$ cat src/rtl/pwmc_pkg.sv
package pwmc_pkg;

  // Global register offsets (byte addresses)
  localparam logic [11:0] OFS_START = 12'h004;
  localparam logic [11:0] OFS_STOP  = 12'h008;
  localparam logic [11:0] OFS_STAT  = 12'h00C;
  localparam logic [11:0] OFS_EVT   = 12'h01C;

  // Channel window layout
  localparam logic [11:0] WIN_BASE  = 12'h200;
  localparam int unsigned WIN_SHIFT = 5;  // 0x20 bytes per window

  // Offset of a byte address inside the channel window region.
  function automatic logic [11:0] win_rel(input logic [11:0] addr);
    return addr - WIN_BASE;
  endfunction

  // True when the address falls in one of nch windows.
  function automatic logic win_hit(input logic [11:0] addr, input int unsigned nch);
    logic [11:0] rel;
    rel = win_rel(addr);
    return (addr >= WIN_BASE) && ((rel >> WIN_SHIFT) < 12'(nch));
  endfunction

  // New event vector after one cycle: a read clears, fresh events survive.
  function automatic logic [31:0] evt_next(input logic [31:0] cur,
                                           input logic [31:0] evt,
                                           input logic        clr);
    return clr ? evt : (cur | evt);
  endfunction

endpackage

$ cat src/rtl/pwmc_chan.sv
module pwmc_chan #(
  parameter int unsigned CNT_W   = 16,
  parameter int unsigned OFS_W   = 5,
  parameter int unsigned DATA_W  = 32,
  parameter int unsigned PER_RST = 255
) (
  input  logic              clk,
  input  logic              rst_n,
  input  logic              run_i,
  input  logic              wr_i,
  input  logic [OFS_W-1:0]  ofs_i,
  input  logic [DATA_W-1:0] wdata_i,
  output logic [DATA_W-1:0] rdata_o,
  output logic              active_o,
  output logic              start_o
);
  localparam logic [OFS_W-1:0] OFS_PER = '0;
  localparam logic [OFS_W-1:0] OFS_CNT = OFS_W'(4);

  logic [CNT_W-1:0] per_q;
  logic [CNT_W-1:0] cnt_q;
  logic             active_q;
  logic             period_end;

  // Named event wires for the checks below
  assign period_end = active_q && (cnt_q >= per_q);
  assign start_o    = run_i && (!active_q || period_end);
  assign active_o   = active_q;

  // reset leaves the channel idle with the default period
  always_ff @(posedge clk) begin
    if (!rst_n) begin
      per_q    <= CNT_W'(PER_RST);
      cnt_q    <= '0;
      active_q <= 1'b0;
    end else begin
      active_q <= run_i;
      if (wr_i && ofs_i == OFS_PER) per_q <= wdata_i[CNT_W-1:0];
      if (!run_i || start_o) cnt_q <= '0;
      else                   cnt_q <= cnt_q + 1'b1;
    end
  end

  // window read mux, unused offsets read zero
  always_comb begin
    rdata_o = '0;
    if (ofs_i == OFS_PER)      rdata_o = DATA_W'(per_q);
    else if (ofs_i == OFS_CNT) rdata_o = DATA_W'(cnt_q);
  end

  p_idle_clears_r9: assert property (@(posedge clk) disable iff (!rst_n)
    !run_i |=> (cnt_q == '0 && !active_q));
  p_start_runs_r5: assert property (@(posedge clk) disable iff (!rst_n)
    start_o |=> active_q);
  p_first_start_r5: assert property (@(posedge clk) disable iff (!rst_n)
    $rose(active_q) |-> $past(start_o));
endmodule

$ cat src/rtl/pwmc_evt.sv
module pwmc_evt #(
  parameter int unsigned NUM_CH = 4
) (
  input  logic              clk,
  input  logic              rst_n,
  input  logic [NUM_CH-1:0] evt_i,
  input  logic              clr_i,
  output logic [NUM_CH-1:0] flags_o
);
  import pwmc_pkg::*;

  logic [NUM_CH-1:0] flags_q;
  logic [31:0]       nxt;

  assign nxt     = evt_next(32'(flags_q), 32'(evt_i), clr_i);
  assign flags_o = flags_q;

  always_ff @(posedge clk) begin
    if (!rst_n) flags_q <= '0;
    else        flags_q <= nxt[NUM_CH-1:0];
  end

  p_evt_kept_r7: assert property (@(posedge clk) disable iff (!rst_n)
    (evt_i != '0) |=> ((flags_q & $past(evt_i)) == $past(evt_i)));
  p_hold_r6: assert property (@(posedge clk) disable iff (!rst_n)
    !clr_i |=> ((flags_q & $past(flags_q)) == $past(flags_q)));
  p_clear_r6: assert property (@(posedge clk) disable iff (!rst_n)
    (clr_i && evt_i == '0) |=> (flags_q == '0));
endmodule

$ cat src/rtl/pwm_ctrl_top.sv
module pwm_ctrl_top #(
  parameter int unsigned NUM_CH  = 4,
  parameter int unsigned ADDR_W  = 12,
  parameter int unsigned DATA_W  = 32,
  parameter int unsigned CNT_W   = 16,
  parameter int unsigned PER_RST = 255
) (
  input  logic              clk,
  input  logic              rst_n,
  input  logic              bus_wr,
  input  logic              bus_rd,
  input  logic [ADDR_W-1:0] bus_addr,
  input  logic [DATA_W-1:0] bus_wdata,
  output logic [DATA_W-1:0] bus_rdata
);
  import pwmc_pkg::*;

  localparam int unsigned IDX_W = (NUM_CH > 1) ? $clog2(NUM_CH) : 1;
  localparam int unsigned OFS_W = WIN_SHIFT;

  logic [NUM_CH-1:0] en_q;
  logic [NUM_CH-1:0] chan_active;
  logic [NUM_CH-1:0] chan_start;
  logic [NUM_CH-1:0] evt_flags;
  logic [DATA_W-1:0] chan_rdata [NUM_CH];
  logic [DATA_W-1:0] rd_mux;
  logic [DATA_W-1:0] rdata_q;

  logic [11:0]      rel;
  logic             in_win;
  logic [IDX_W-1:0] win_idx;
  logic [OFS_W-1:0] win_ofs;
  logic             hit_start, hit_stop, hit_stat, hit_evt, mapped;
  logic             start_wr, stop_wr, evt_rd;

  // Address decode
  assign rel       = win_rel(12'(bus_addr));
  assign in_win    = win_hit(12'(bus_addr), NUM_CH);
  assign win_idx   = rel[WIN_SHIFT +: IDX_W];
  assign win_ofs   = rel[OFS_W-1:0];
  assign hit_start = (12'(bus_addr) == OFS_START);
  assign hit_stop  = (12'(bus_addr) == OFS_STOP);
  assign hit_stat  = (12'(bus_addr) == OFS_STAT);
  assign hit_evt   = (12'(bus_addr) == OFS_EVT);
  assign mapped    = hit_stat || hit_evt || in_win;
  assign start_wr  = bus_wr && hit_start;
  assign stop_wr   = bus_wr && hit_stop;
  assign evt_rd    = bus_rd && hit_evt;

  // write-one-to-set and write-one-to-clear run bits
  always_ff @(posedge clk) begin
    if (!rst_n) begin
      en_q <= '0;
    end else if (start_wr) begin
      en_q <= en_q | bus_wdata[NUM_CH-1:0];
    end else if (stop_wr) begin
      en_q <= en_q & ~bus_wdata[NUM_CH-1:0];
    end
  end

  for (genvar g = 0; g < NUM_CH; g++) begin : g_chan
    logic wr_sel;
    assign wr_sel = bus_wr && in_win && (win_idx == IDX_W'(g));
    pwmc_chan #(
      .CNT_W  (CNT_W),
      .OFS_W  (OFS_W),
      .DATA_W (DATA_W),
      .PER_RST(PER_RST)
    ) u_chan (
      .clk     (clk),
      .rst_n   (rst_n),
      .run_i   (en_q[g]),
      .wr_i    (wr_sel),
      .ofs_i   (win_ofs),
      .wdata_i (bus_wdata),
      .rdata_o (chan_rdata[g]),
      .active_o(chan_active[g]),
      .start_o (chan_start[g])
    );
  end

  pwmc_evt #(.NUM_CH(NUM_CH)) u_evt (
    .clk    (clk),
    .rst_n  (rst_n),
    .evt_i  (chan_start),
    .clr_i  (evt_rd),
    .flags_o(evt_flags)
  );

  // read mux
  always_comb begin
    rd_mux = '0;
    if (hit_stat)     rd_mux = DATA_W'(chan_active);
    else if (hit_evt) rd_mux = DATA_W'(evt_flags);
    else if (in_win)  rd_mux = chan_rdata[win_idx];
  end

  // registered read data
  always_ff @(posedge clk) begin
    if (!rst_n) rdata_q <= '0;
    else        rdata_q <= bus_rd ? rd_mux : '0;
  end
  assign bus_rdata = rdata_q;

  p_start_sets_r2: assert property (@(posedge clk) disable iff (!rst_n)
    start_wr |=> ((en_q & $past(bus_wdata[NUM_CH-1:0])) == $past(bus_wdata[NUM_CH-1:0])));
  p_start_keeps_r2: assert property (@(posedge clk) disable iff (!rst_n)
    start_wr |=> ((en_q & $past(en_q)) == $past(en_q)));
  p_stop_clears_r3: assert property (@(posedge clk) disable iff (!rst_n)
    stop_wr |=> ((en_q & $past(bus_wdata[NUM_CH-1:0])) == '0));
  p_unmapped_zero_r10: assert property (@(posedge clk) disable iff (!rst_n)
    (bus_rd && !mapped) |=> (bus_rdata == '0));
  p_idle_zero_r11: assert property (@(posedge clk) disable iff (!rst_n)
    !bus_rd |=> (bus_rdata == '0));
  p_stat_upper_r4: assert property (@(posedge clk) disable iff (!rst_n)
    (bus_rd && hit_stat) |=> (bus_rdata[DATA_W-1:NUM_CH] == '0));
endmodule

$ cat config.mk
export PLATFORM = sky130hd
export DESIGN_NAME = pwm_ctrl_top
export DESIGN_NICKNAME = d
export VERILOG_FILES = /design/src/rtl/pwmc_pkg.sv /design/src/rtl/pwmc_chan.sv /design/src/rtl/pwmc_evt.sv /design/src/rtl/pwm_ctrl_top.sv
export SDC_FILE = /design/constraint.sdc
export NUM_CORES = 1
export LEC_CHECK = 0
export BUFFER_PORTS_ARGS = -buffer_cell sky130_fd_sc_hd__buf_2
export CAP_MARGIN = 20
export CORE_MARGIN = 2
export CORE_UTILIZATION = 50
export CTS_BUF_LIST = sky130_fd_sc_hd__clkbuf_2 sky130_fd_sc_hd__clkbuf_4 sky130_fd_sc_hd__clkbuf_8
export DETAILED_ROUTE_END_ITERATION = 12
export PLACE_DENSITY = 0.68
export SLEW_MARGIN = 5
export SYNTH_ARGS = -nofsm -noshare
export SYNTH_HDL_FRONTEND = slang
export SYNTH_HIERARCHICAL = 1
export SYNTH_SLANG_ARGS = --single-unit
$ cat constraint.sdc
create_clock -name clk -period 2.95 [get_ports clk]
set_input_delay 0.295 -clock clk [delete_from_list [all_inputs] [get_ports clk]]
set_output_delay 0.295 -clock clk [all_outputs]
set_load 0.05 [all_outputs]
-- Word-level counts from Yosys, hierarchy flattened
Cells that the tools add are included.
- bits of input ports: 48
- output and inout bits: 32
- register bits after elaboration: 172
- order comparisons: 7
- equal/unequal tests: 8
- add/sub/neg operators: 5
- reductions and logical operators: 46
- bitwise logic cells: 8
- multiplexer cells: 17
- operators by type and width (operator ; number):
    32-bit two-way mux ; 6
    16-bit by 1-bit adder with 16-bit output (second input constant) ; 4
    32-bit binary-select mux with 2-bit select ; 1
    16-bit greater-or-equal comparator ; 4
    16-bit two-way mux ; 4
    12-bit by 4-bit equality test with 1-bit output (second input constant) ; 2
    4-bit two-way mux ; 6
    1-bit logical AND ; 21
    12-bit by 3-bit equality test with 1-bit output (second input constant) ; 1
    12-bit by 5-bit equality test with 1-bit output (second input constant) ; 1
    12-bit by 10-bit greater-or-equal comparator with 1-bit output (second input constant) ; 1
    12-bit by 10-bit subtractor with 12-bit output (second input constant) ; 1
    1-bit zero test ; 8
    1-bit logical OR ; 8
    4-bit OR ; 2
    2-bit OR reduction ; 4
    7-bit by 3-bit < comparator with 1-bit output (second input constant) ; 1
    5-bit by 3-bit equality test with 1-bit output (second input constant) ; 1
    5-bit zero test ; 1
    5-bit OR reduction ; 1
    4-bit bitwise AND ; 1
    2-bit equality test (second input constant) ; 2
    4-bit NOT ; 1
    3-bit greater-or-equal comparator (second input constant) ; 1
    other kinds (6) ; 8

-- Depth between registers and ports, before layout
Gate-level depths: netlist of run 1.
- depth after elaboration: 10
- depth in mapped cells: 11

-- Cells and area by module
Netlist of run 1, hierarchy kept.
- modules (own cells, without submodules) (module ; instances ; area each (µm²) ; cells each):
    pwmc_chan ; 4 ; 2044.5 ; 239
    pwm_ctrl_top ; 1 ; 2157.1 ; 165
    pwmc_evt ; 1 ; 135.1 ; 12

-- Worst setup path before layout of run 1
Ideal clock, no wire load.
- path kind: input to register
- start: input bus_addr[9]
- end: register g_chan[2].u_chan.per_q[10]
- stages on the path: 11
- buffers on the path: 2
- setup slack: 0.785 ns
- arrival time: 2.089 ns
- cell sequence: inv_1 -> ha_1 -> nand2_1 -> nor4_4 -> nand2_1 -> nor3b_1 -> and3_1 -> clkbuf_1 -> buf_2 -> nand2_1 -> a21boi_0
- cells in the longest elaborated chain, start to end: 6
- elaborated cells between the ends (all ways): 7
- RTL lines (element ; line ; RTL):
    start, declared ; pwm_ctrl_top.sv:12 ; input logic [ADDR_W-1:0] bus_addr,
    12-bit by 10-bit subtractor with 12-bit output ; pwmc_pkg.sv:15 ; return addr - WIN_BASE;
    7-bit by 3-bit < comparator with 1-bit output ; pwmc_pkg.sv:22 ; return (addr >= WIN_BASE) && ((rel >> WIN_SHIFT) < 12'(nch));
    1-bit logical AND * ; pwmc_pkg.sv:22 ;
    1-bit logical AND * (2 in a row) ; pwm_ctrl_top.sv:63 ; assign wr_sel = bus_wr && in_win && (win_idx == IDX_W'(g));
    via g_chan[2].wr_sel ; pwm_ctrl_top.sv:62 ; logic wr_sel;
    1-bit logical AND * ; pwmc_chan.sv:38 ; if (wr_i && ofs_i == OFS_PER) per_q <= wdata_i[CNT_W-1:0];
    end signal, assigned ; pwmc_chan.sv:33 ; per_q <= CNT_W'(PER_RST);
    end signal, assigned ; pwmc_chan.sv:38 ;
    end, declared ; pwmc_chan.sv:20 ; logic [CNT_W-1:0] per_q;
The timed path passes the listed nets; every way through them passes the cells marked *.
A chain may end at the register's enable or synchronous reset.

-- Worst setup path after layout of run 1
- start: register g_chan[3].u_chan.per_q[15]
- end: register g_chan[3].u_chan.cnt_q[9]
- cells in the longest elaborated chain, start to end: 6
- RTL lines (element ; line ; RTL):
    start, declared ; pwmc_chan.sv:20 ;
    start signal, assigned ; pwmc_chan.sv:33 ;
    start signal, assigned ; pwmc_chan.sv:38 ;
    16-bit greater-or-equal comparator ; pwmc_chan.sv:26 ; assign period_end = active_q && (cnt_q >= per_q);
    1-bit logical AND ; pwmc_chan.sv:26 ;
    1-bit logical OR ; pwmc_chan.sv:27 ; assign start_o = run_i && (!active_q || period_end);
    1-bit logical AND ; pwmc_chan.sv:27 ;
    1-bit logical OR ; pwmc_chan.sv:39 ; if (!run_i || start_o) cnt_q <= '0;
    2-bit OR reduction (no line) ; - ;
    end signal, assigned ; pwmc_chan.sv:40 ; else cnt_q <= cnt_q + 1'b1;
    end, declared ; pwmc_chan.sv:21 ; logic [CNT_W-1:0] cnt_q;
Every way passes these cells.

==> impl_metrics.env, run 1 <==
export IMPL_via_per_inst=5.69
export IMPL_initial_core_util_pct=51.4
export IMPL_hpwl_mm=20.0
export IMPL_p_int_mw=3.06
export IMPL_diodes=0
export IMPL_worstSkewPairLatency_ns=0.47
export IMPL_setup_tns_ns=0
export IMPL_power_share_switching_pct=25.0
export IMPL_antenna_found_initial=0
export IMPL_rsz0062_at_grt="no"
export IMPL_fp_dieW_um=149
export IMPL_synth_flop_cell="dfxtp_1"
export IMPL_io_buffers=63
export IMPL_synth_top_area_share_pct=32.9
export IMPL_power_switching_mw=1.02
export IMPL_rows=52
export IMPL_leakage_nw=4.46
export IMPL_yosys_area_top_type="dfxtp_1"
export IMPL_drive_gt1_share_pct=14.6
export IMPL_status="finished clean"
export IMPL_cp_startpoint="g_chan[3].u_chan/per_q[15]"
export IMPL_power_mw=4.07
export IMPL_ant_nets=0
export IMPL_drc=0
export IMPL_worstHoldStart="bus_wdata[8]"
export IMPL_cap_violations=0
export IMPL_slew_viol_final=0
export IMPL_cts_tree="yes"
export IMPL_drt_iter0_drc=560
export IMPL_avgSynthCellArea_um2=9.24
export IMPL_gp_congestion=0.887
export IMPL_synthTopCellsByArea="dfxtp_1, ha_1, mux4_2, a22o_1, nand2_1"
export IMPL_async_reset_ff_share_pct=0
export IMPL_reg2reg_depth=7
export IMPL_syn2layout_area_growth_pct=6.33
export IMPL_vias=8352
export IMPL_slew_headroom_pct=64.4
export IMPL_peakVddDrop_mv=0.241
export IMPL_grt_overflow=0
export IMPL_whs_path_depth=3
export IMPL_grt_max_degree=38
export IMPL_syn_inst=1133
export IMPL_fp_dieH_um=149
export IMPL_crit_family="simple AND/OR/NAND/NOR gates"
export IMPL_worst_setup_path_end_kind="register"
export IMPL_cts_hold_buf=0
export IMPL_fillCellCount=1870
export IMPL_rr_endpoint="g_chan[3].u_chan/cnt_q[9]"
export IMPL_syn_cell_area_mm2=0.0105
export IMPL_path_depth=7
export IMPL_yosysSeqAreaShare_pct=32.9
export IMPL_fin_nets=1304
export IMPL_cts_buffer_depth=2
export IMPL_clk_pin_slew_worst_paths_ns=0.09
export IMPL_cp_required_ns=3.30
export IMPL_pin_count=80
export IMPL_finalHoldViolCount=0
export IMPL_hold_path_class="in2reg"
export IMPL_dieArea_mm2=0.0221
export IMPL_seqPwrFrac_pct=57.0
export IMPL_grt_pass1_wl_mm=42.6
export IMPL_dpl_instance_area_mm2=0.0108
export IMPL_yosys_warnings=6
export IMPL_core_mm2=0.0204
export IMPL_first_pass_iters=5
export IMPL_cts_root_buf="clkbuf_8"
export IMPL_r2r_start="g_chan[3].u_chan/per_q[15]"
export IMPL_yosysMostFrequentCell="dfxtp_1"
export IMPL_cts_htree_levels=4
export IMPL_ff2ff_setup_slack_ns=0.76
export IMPL_cp_arrival_ns=2.54
export IMPL_finalCritPeriodShare_pct=74.2
export IMPL_period_minus_slack_ns=2.19
export IMPL_synth_edf_count=0
export IMPL_fin_area_mm2=0.0111
export IMPL_p_clk_share_pct=37.1
export IMPL_crit_type="reg2reg"
export IMPL_grt_pass1_vias=7840
export IMPL_endpoint="g_chan[3].u_chan/cnt_q[9]"
export IMPL_synth_commonest_cells="dfxtp_1, nand2_1, inv_1, ha_1, buf_4"
export IMPL_drt_total_wl_mm=26.6
export IMPL_fmax_mhz=457
export IMPL_wire_per_inst_um=18.1
export IMPL_path_buf_inv=2
export IMPL_ys_ff_latch=172
export IMPL_cpPeakStageDelay_ns=0.46
export IMPL_clock_skew_ns=0.0166
export IMPL_cts_setup_buffers=0
export IMPL_track_usage_pct=24.9
export IMPL_cp_slowest_cell="or3_4"
export IMPL_setup_viol=0
export IMPL_synth_distinct_cells=55
export IMPL_cts_made_buffers=17
export IMPL_clock_sinks=172
export IMPL_tightest_slew_ns=0.528
export IMPL_critPathLaunchType="register"
export IMPL_cts_resized=0
export IMPL_crit_chain="inv_1, ha_1, nand4_1, or3_4, o41ai_4, buf_4, nor3_1"
export IMPL_power_frac_comb_pct=5.9
export IMPL_crit_fanout=16
export IMPL_powerDensity_mw_per_mm2=366
==> routing by layer <==
layer  GRT usage (%)  routed length [um]  vias to the layer above
met5               0                   0                        -
met4            5.95                 438                        0
met3            3.93                1880                       31
met2            40.8               12400                      262
met1            34.6               11900                     3974
li1                -                   -                     4085
==> per-stage QoR <==
step	cells	hold slack [ns]	util, %	setup slack, ns
finish	1469	0.171	54.7	0.762
global route	1469	0.144	54.7	0.644
CTS	1469	0.141	54.7	0.771
detailed placement	1438	0.471	53.0	0.509
global placement	1438	0.465	53.0	0.559
floorplan	1193	0.413	-	0.785
==> worst min-delay path by stage <==
stage                                            end  slack [ns]
final                      g_chan[2].u_chan/per_q[8]        0.17
after global routing       g_chan[0].u_chan/per_q[9]        0.14
after CTS                  g_chan[3].u_chan/per_q[8]        0.14
after detailed placement  g_chan[1].u_chan/per_q[13]        0.47
after global placement    g_chan[3].u_chan/per_q[15]        0.47
after floorplan                     u_evt/flags_o[0]        0.41
==> flip-flops by register name, indices dropped and copies added, names as in the netlist, named ones only <==
signal / flops
g_chan.u_chan/active_o: 4
bus_rdata: 32
g_chan.u_chan/cnt_q: 64
u_evt/flags_o: 4
g_chan.u_chan/per_q: 64
==> area by class of cell <==
type,count,area [um2],area share (%)
clock buffer,21,277,2.48
clock inverter,10,70.1,0.629
inverter,83,312,2.80
multi-input combinational,822,6170,55.4
sequential,172,3440,30.9
tap,270,338,3.03
timing repair buffer,91,526,4.72
==> power groups by stage <==
stage	Combinational [mW]	Clock (mW)	Sequential, mW
final	0.240	1.51	2.32
after global routing	0.257	1.65	2.32
after CTS	0.235	1.55	2.32
after detailed placement	0.234	0	2.38
after global placement	0.234	0	2.38
after floorplan	0.197	0	2.38
==> kinds of logic (layout without fill, tap and decap cells) <==
family                     Yosys count  after routing  synth area share [%]
DFF                                172            172                  32.9
xor gates and xnor gates            45             45                  3.76
AOI/OAI and AO/OA                  216            216                  17.4
muxes                               36             36                  7.37
other                                4             64                 0.143
adders and majority gates           69             69                  8.25
buffers and inverters              199            205                  10.3
and+or+nand+nor                    392            392                  19.8
==> worst reg2reg max path, stage by stage (launching register included) <==
cell and delay [ns]:
dfxtp_1 0.36, inv_1 0.06, ha_1 0.31, nand4_1 0.15
or3_4 0.46, o41ai_4 0.37, buf_4 0.27, nor3_1 0.08
==> placed cells by master (no fill, tap or decap), types with 12 or more instances in the layout <==
master,count
dfxtp_1,172
nand2_1,147
inv_1,83
ha_1,69
a22o_1,64
conb_1,64
buf_2,63
nor3_1,61
a21boi_0,36
nor2b_1,32
o211ai_1,32
mux4_2,29
buf_4,28
nand4_1,24
xnor2_1,24
xor2_1,21
nand3_1,20
clkbuf_8,19
a211oi_1,16
nor4_1,16
and2_1,16
and3_1,16
nor2_1,14
a21oi_1,12
o21a_1,12
No activity file was read; power rests on OpenSTA's default activity.
==> run 2: changes to the inputs <==
--- a/config.mk
+++ b/config.mk
@@ -5,13 +5,14 @@
 export SDC_FILE = /design/constraint.sdc
 export NUM_CORES = 1
 export LEC_CHECK = 0
+export ABC_AREA = 1
 export BUFFER_PORTS_ARGS = -buffer_cell sky130_fd_sc_hd__buf_2
 export CAP_MARGIN = 20
 export CORE_MARGIN = 2
 export CORE_UTILIZATION = 50
 export CTS_BUF_LIST = sky130_fd_sc_hd__clkbuf_2 sky130_fd_sc_hd__clkbuf_4 sky130_fd_sc_hd__clkbuf_8
 export DETAILED_ROUTE_END_ITERATION = 12
-export PLACE_DENSITY = 0.68
+export PLACE_DENSITY = 0.71
 export SLEW_MARGIN = 5
 export SYNTH_ARGS = -nofsm -noshare
 export SYNTH_HDL_FRONTEND = slang
==> constraint.sdc (replaced) <==
create_clock -name clk -period 1.9 [get_ports clk]
set_input_delay 0.19 -clock clk [delete_from_list [all_inputs] [get_ports clk]]
set_output_delay 0.19 -clock clk [all_outputs]
set_load 0.05 [all_outputs]
==> impl_metrics.env, run 2 <==
export IMPL_status="finished clean"
export IMPL_crit_chain="inv_1, ha_1, a21oi_1, o21ai_0, a21oi_2, nand3_4, nor2_1"
export IMPL_setup_viol=0
export IMPL_synth_compound_area_share_pct=14.2
export IMPL_initial_core_util_pct=50.5
export IMPL_worstSkewPairLatency_ns=0.48
export IMPL_cp_arrival_ns=2.17
export IMPL_diodes=0
export IMPL_leakage_nw=5.32
export IMPL_grt_pass1_wl_mm=44.5
export IMPL_yosysMostFrequentCell="nand2_1"
export IMPL_crit_fanout=16
export IMPL_slew_viol_final=0
export IMPL_dp_slack_ns=-0.0728
export IMPL_synth_commonest_cells="nand2_1, inv_1, dfxtp_1, nor2_1, a21oi_1"
export IMPL_io_buffers=63
export IMPL_synthTopCellsByArea="dfxtp_1, nand2_1, ha_1, inv_1, a21oi_1"
export IMPL_ant_nets=0
export IMPL_synth_top_family_by_area="simple AND/OR/NAND/NOR gates"
export IMPL_setup_tns_ns=0
export IMPL_fin_cells=1861
export IMPL_yosys_area_top_type="dfxtp_1"
export IMPL_ys_ff_latch=172
export IMPL_vias=9583
export IMPL_synthAdderAreaFrac_pct=8.19
export IMPL_layout_commonest_cell="nand2_1"
export IMPL_wire_per_inst_um=15.1
export IMPL_synthMuxAreaShare_pct=0
export IMPL_fillCellCount=2064
export IMPL_worst_setup_path_end_kind="register"
export IMPL_yosysSeqAreaShare_pct=32.7
export IMPL_fmax_mhz=566
export IMPL_layout_common_cells="nand2_1, inv_1, dfxtp_1, nor2_1, a21oi_1"
export IMPL_peakVddDrop_mv=0.408
export IMPL_cts_htree_levels=4
export IMPL_core_mm2=0.0209
export IMPL_syn_cell_area_mm2=0.0105
export IMPL_cts_tree="yes"
export IMPL_grt_max_degree=26
export IMPL_cts_buffer_depth=2
export IMPL_drt_total_wl_mm=28.2
export IMPL_synth_simple_area_share_pct=24.9
export IMPL_pin_count=80
export IMPL_cts_setup_buffers=0
export IMPL_finalHoldViolCount=0
export IMPL_drive_gt1_share_pct=12.7
export IMPL_period_minus_slack_ns=1.77
export IMPL_post_place_cells=1831
export IMPL_finalCritPeriodShare_pct=93.0
export IMPL_hpwl_mm=21.5
export IMPL_cp_required_ns=2.30
export IMPL_async_reset_ff_share_pct=0
export IMPL_clock_skew_ns=0.0159
export IMPL_first_pass_iters=5
export IMPL_synth_edf_count=0
export IMPL_grtUsageMet1_pct=35.2
export IMPL_top_usage_layer="met2"
export IMPL_drt_iter0_drc=946
export IMPL_avgSynthCellArea_um2=7.07
export IMPL_met3_usage_pct=3.58
export IMPL_yosys_warnings=6
export IMPL_syn_inst=1492
export IMPL_fp_dieH_um=149
export IMPL_met2_usage_pct=41.4
export IMPL_crit_type="reg2reg"
export IMPL_cap_violations=0
export IMPL_powerDensity_mw_per_mm2=567
export IMPL_grt_overflow=0
export IMPL_synth_xor_area_share_pct=3.99
export IMPL_path_buf_inv=1
export IMPL_setup_slack_ns=0.132
export IMPL_critPathLaunchType="register"
export IMPL_grt_pass1_vias=8645
export IMPL_fin_area_mm2=0.0114
export IMPL_fin_nets=1692
export IMPL_rows=53
export IMPL_drc=0
export IMPL_clock_sinks=172
export IMPL_fp_dieW_um=149
export IMPL_syn2layout_area_growth_pct=8.02
export IMPL_crit_family="compound AO/OA/AOI/OAI gates"
export IMPL_cp_slowest_cell="ha_1"
export IMPL_worst_hold_slack_ns=0.0629
export IMPL_synth_flop_cell="dfxtp_1"
export IMPL_gp_congestion=0.982
export IMPL_hold_path_class="in2reg"
export IMPL_cts_root_buf="clkbuf_8"
export IMPL_dpl_instance_area_mm2=0.0110
export IMPL_cpPeakStageDelay_ns=0.33
export IMPL_rsz0062_at_grt="yes"
export IMPL_antenna_found_initial=0
export IMPL_dieArea_mm2=0.0223
export IMPL_clk_pin_slew_worst_paths_ns=0.10
export IMPL_cts_made_buffers=17
export IMPL_synth_top_area_share_pct=32.7
export IMPL_synth_distinct_cells=35
export IMPL_via_per_inst=5.15
export IMPL_track_usage_pct=25.9
run 2: cells by family (layout without fill, tap and decap cells):
logic type      count (synthesis)  count (layout)
fa+ha+maj                      69              69
xor+xnor                       48              48
flops                         172             172
other cells                     4              64
simple gates                  581             581
buf+inv                       340             374
compound gates                278             278
run 2: worst paths after layout:
path,startpoint,to,slack (ns),cells after the start
max,g_chan[0].u_chan/per_q[11],g_chan[0].u_chan/cnt_q[6],0.13,7
min reg2reg,g_chan[1].u_chan/cnt_q[0],g_chan[1].u_chan/cnt_q[0],0.43,1
min,rst_n,g_chan[0].u_chan/per_q[0],0.06,2
max reg2reg,g_chan[0].u_chan/per_q[11],g_chan[0].u_chan/cnt_q[6],0.13,7
run 2: timing repair:
action,in CTS,in global routing
gates resized for setup,0,9
hold buffers,0,0
setup endpoints to repair,0,50
run 2: per-layer routing:
metal  wire length (um)  share of wire [%]
met1              12600                 45
met2              12900                 46
met3               1790                6.4
met4                916                3.3
met5                  0                  0
run 2: area by class of cell:
cell class	count	area, um2	share of cell area (%)
clock inverter	11	98.8	0.868
sequential	172	3450	30.3
inverter	232	873	7.67
clock buffer	19	255	2.24
tap	275	344	3.02
timing repair buffer	112	696	6.11
multi-input combinational	1040	5680	49.8
run 2: metrics by stage:
stage                     util, %  total power [mW]
after floorplan                 -              4.02
after global placement       52.7              4.08
after detailed placement     52.7              4.09
after CTS                    54.4              6.48
after global routing         54.5              6.69
final                        54.5              6.46
run 2: power by group:
group | switching (mW) | internal [mW] | leakage, nW
sequential | 0.000373 | 3.60 | 1.39
combinational | 0.300 | 0.117 | 3.76
clock | 1.38 | 1.06 | 0.177
==> run 3: changes to the inputs <==
--- a/config.mk
+++ b/config.mk
@@ -8,11 +8,13 @@
 export ABC_AREA = 1
 export BUFFER_PORTS_ARGS = -buffer_cell sky130_fd_sc_hd__buf_2
 export CAP_MARGIN = 20
+export CELL_PAD_IN_SITES_DETAIL_PLACEMENT = 0
+export CELL_PAD_IN_SITES_GLOBAL_PLACEMENT = 2
 export CORE_MARGIN = 2
-export CORE_UTILIZATION = 50
+export CORE_UTILIZATION = 32
 export CTS_BUF_LIST = sky130_fd_sc_hd__clkbuf_2 sky130_fd_sc_hd__clkbuf_4 sky130_fd_sc_hd__clkbuf_8
 export DETAILED_ROUTE_END_ITERATION = 12
-export PLACE_DENSITY = 0.71
+export PLACE_DENSITY_LB_ADDON = 0.1
 export SLEW_MARGIN = 5
 export SYNTH_ARGS = -nofsm -noshare
 export SYNTH_HDL_FRONTEND = slang
==> impl_metrics.env, run 3 (synthesis gave the netlist of run 2 again) <==
export IMPL_worstSkewPairLatency_ns=0.48
export IMPL_drc=0
export IMPL_fp_dieH_um=186
export IMPL_fin_nets=1715
export IMPL_grt_pass1_vias=8959
export IMPL_grtUsageMet1_pct=27.1
export IMPL_layout_commonest_cell="nand2_1"
export IMPL_pin_count=80
export IMPL_reg2reg_depth=8
export IMPL_layout_common_cells="nand2_1, inv_1, dfxtp_1, nor2_1, a21oi_1"
export IMPL_drt_total_wl_mm=33.7
export IMPL_rsz0062_at_grt="no"
export IMPL_powerDensity_mw_per_mm2=584
export IMPL_rows=66
export IMPL_finalCritPeriodShare_pct=92.2
export IMPL_grt_overflow=0
export IMPL_grt_pass1_wl_mm=52.3
export IMPL_setup_tns_ns=0
export IMPL_antenna_found_initial=0
export IMPL_dp_slack_ns=-0.109
export IMPL_slew_viol_final=0
export IMPL_via_per_inst=4.52
export IMPL_cts_made_buffers=17
export IMPL_peakVddDrop_mv=0.454
export IMPL_cts_root_buf="clkbuf_8"
export IMPL_clock_skew_ns=0.0141
export IMPL_crit_type="reg2reg"
export IMPL_period_minus_slack_ns=1.75
export IMPL_cap_violations=0
export IMPL_dpl_instance_area_mm2=0.0115
export IMPL_post_route_util_pct=36.8
export IMPL_grt_max_degree=29
export IMPL_met2_usage_pct=34.6
export IMPL_diodes=0
export IMPL_fmax_mhz=571
export IMPL_status="finished clean"
export IMPL_cts_hold_buf=0
export IMPL_initial_core_util_pct=32.5
export IMPL_top_usage_layer="met2"
export IMPL_io_buffers=63
export IMPL_crit_fanout=13
export IMPL_setup_slack_ns=0.148
export IMPL_hpwl_mm=26.2
export IMPL_met3_usage_pct=3.33
export IMPL_fin_area_mm2=0.0119
export IMPL_first_pass_iters=5
export IMPL_vias=9271
export IMPL_setup_viol=0
export IMPL_power_mw=6.98
export IMPL_clk_pin_slew_worst_paths_ns=0.09
export IMPL_cts_resized=0
export IMPL_worstHoldStart="bus_wdata[0]"
export IMPL_leakage_nw=5.53
export IMPL_finalHoldViolCount=0
export IMPL_cts_buffer_depth=2
export IMPL_whs_path_depth=3
export IMPL_cp_arrival_ns=2.16
export IMPL_fin_cells=2049
export IMPL_cts_tree="yes"
export IMPL_drt_iter0_drc=426
export IMPL_worst_hold_slack_ns=0.0846
export IMPL_rr_endpoint="g_chan[3].u_chan/cnt_q[6]"
export IMPL_cts_setup_buffers=0
export IMPL_core_mm2=0.0325
export IMPL_cp_required_ns=2.31
export IMPL_hold_path_class="in2reg"
export IMPL_track_usage_pct=20.5
export IMPL_ff2ff_setup_slack_ns=0.15
export IMPL_cts_htree_levels=4
export IMPL_fillCellCount=3553
export IMPL_worst_setup_path_end_kind="register"
export IMPL_min_to="g_chan[0].u_chan/per_q[0]"
export IMPL_gp_congestion=0.826
export IMPL_post_place_cells=2021
export IMPL_dieArea_mm2=0.0344
export IMPL_ant_nets=0
export IMPL_clock_sinks=172
export IMPL_fp_dieW_um=186
export IMPL_r2r_start="g_chan[3].u_chan/per_q[11]"
export IMPL_critPathLaunchType="register"
export IMPL_drive_gt1_share_pct=13.9
export IMPL_syn2layout_area_growth_pct=13.3
export IMPL_wire_per_inst_um=16.5
==> run 3: cell count changes in the layout (fill, tap and decap cells not counted), moves of 3 or more <==
cell and delta:
a21boi_1 -3, buf_12 +9, buf_4 +14, bufinv_16 +3, clkbuf_8 +3, clkinv_2 -4
nand3_2 +3, nand3_4 -3
==> run 3: how the worst max path moves through the flow <==
stage	startpoint	endpoint	slack (ns)	cells past startpoint
final	g_chan[3].u_chan/per_q[11]	g_chan[3].u_chan/cnt_q[6]	0.15	8
after global routing	g_chan[1].u_chan/per_q[3]	u_evt/flags_o[1]	0.01	13
after global placement	bus_addr[9]	g_chan[2].u_chan/per_q[6]	-0.07	11
after floorplan	bus_addr[9]	g_chan[0].u_chan/per_q[14]	0.23	10
after detailed placement	bus_addr[9]	g_chan[2].u_chan/per_q[4]	-0.11	11
after CTS	g_chan[1].u_chan/per_q[15]	u_evt/flags_o[1]	0.09	9
==> run 3: cell type report <==
| class | count | area, um2 | area share (%) |
|---|---|---|---|
| clock buffers | 22 | 297 | 2.48 |
| flip-flops and latches | 172 | 3440 | 28.8 |
| multi-input cells | 1040 | 5670 | 47.4 |
| clock inverters | 6 | 136 | 1.14 |
| inverters | 232 | 873 | 7.31 |
| repair buffers | 135 | 981 | 8.21 |
| well taps | 442 | 553 | 4.63 |
==> run 3: routing by layer <==
metal / share of wire (%) / routed length, um
met1: 48 / 16100
met4: 1.7 / 571
met3: 3.1 / 1030
met5: 0 / 0
met2: 47 / 16000
==> run 3: report_power, final <==
group	leakage (nW)	internal, mW	switching (mW)
Sequential	1.39	3.60	0.000372
Combinational	3.93	0.118	0.314
Clock	0.216	1.56	1.38
==> run 3: critical path, stage by stage, from the launching register on <==
cell,delay [ns]
dfxtp_1,0.31
inv_1,0.07
ha_1,0.33
a21oi_1,0.15
o21ai_0,0.15
a21oi_2,0.23
nand3_2,0.17
buf_12,0.19
nor2_1,0.10
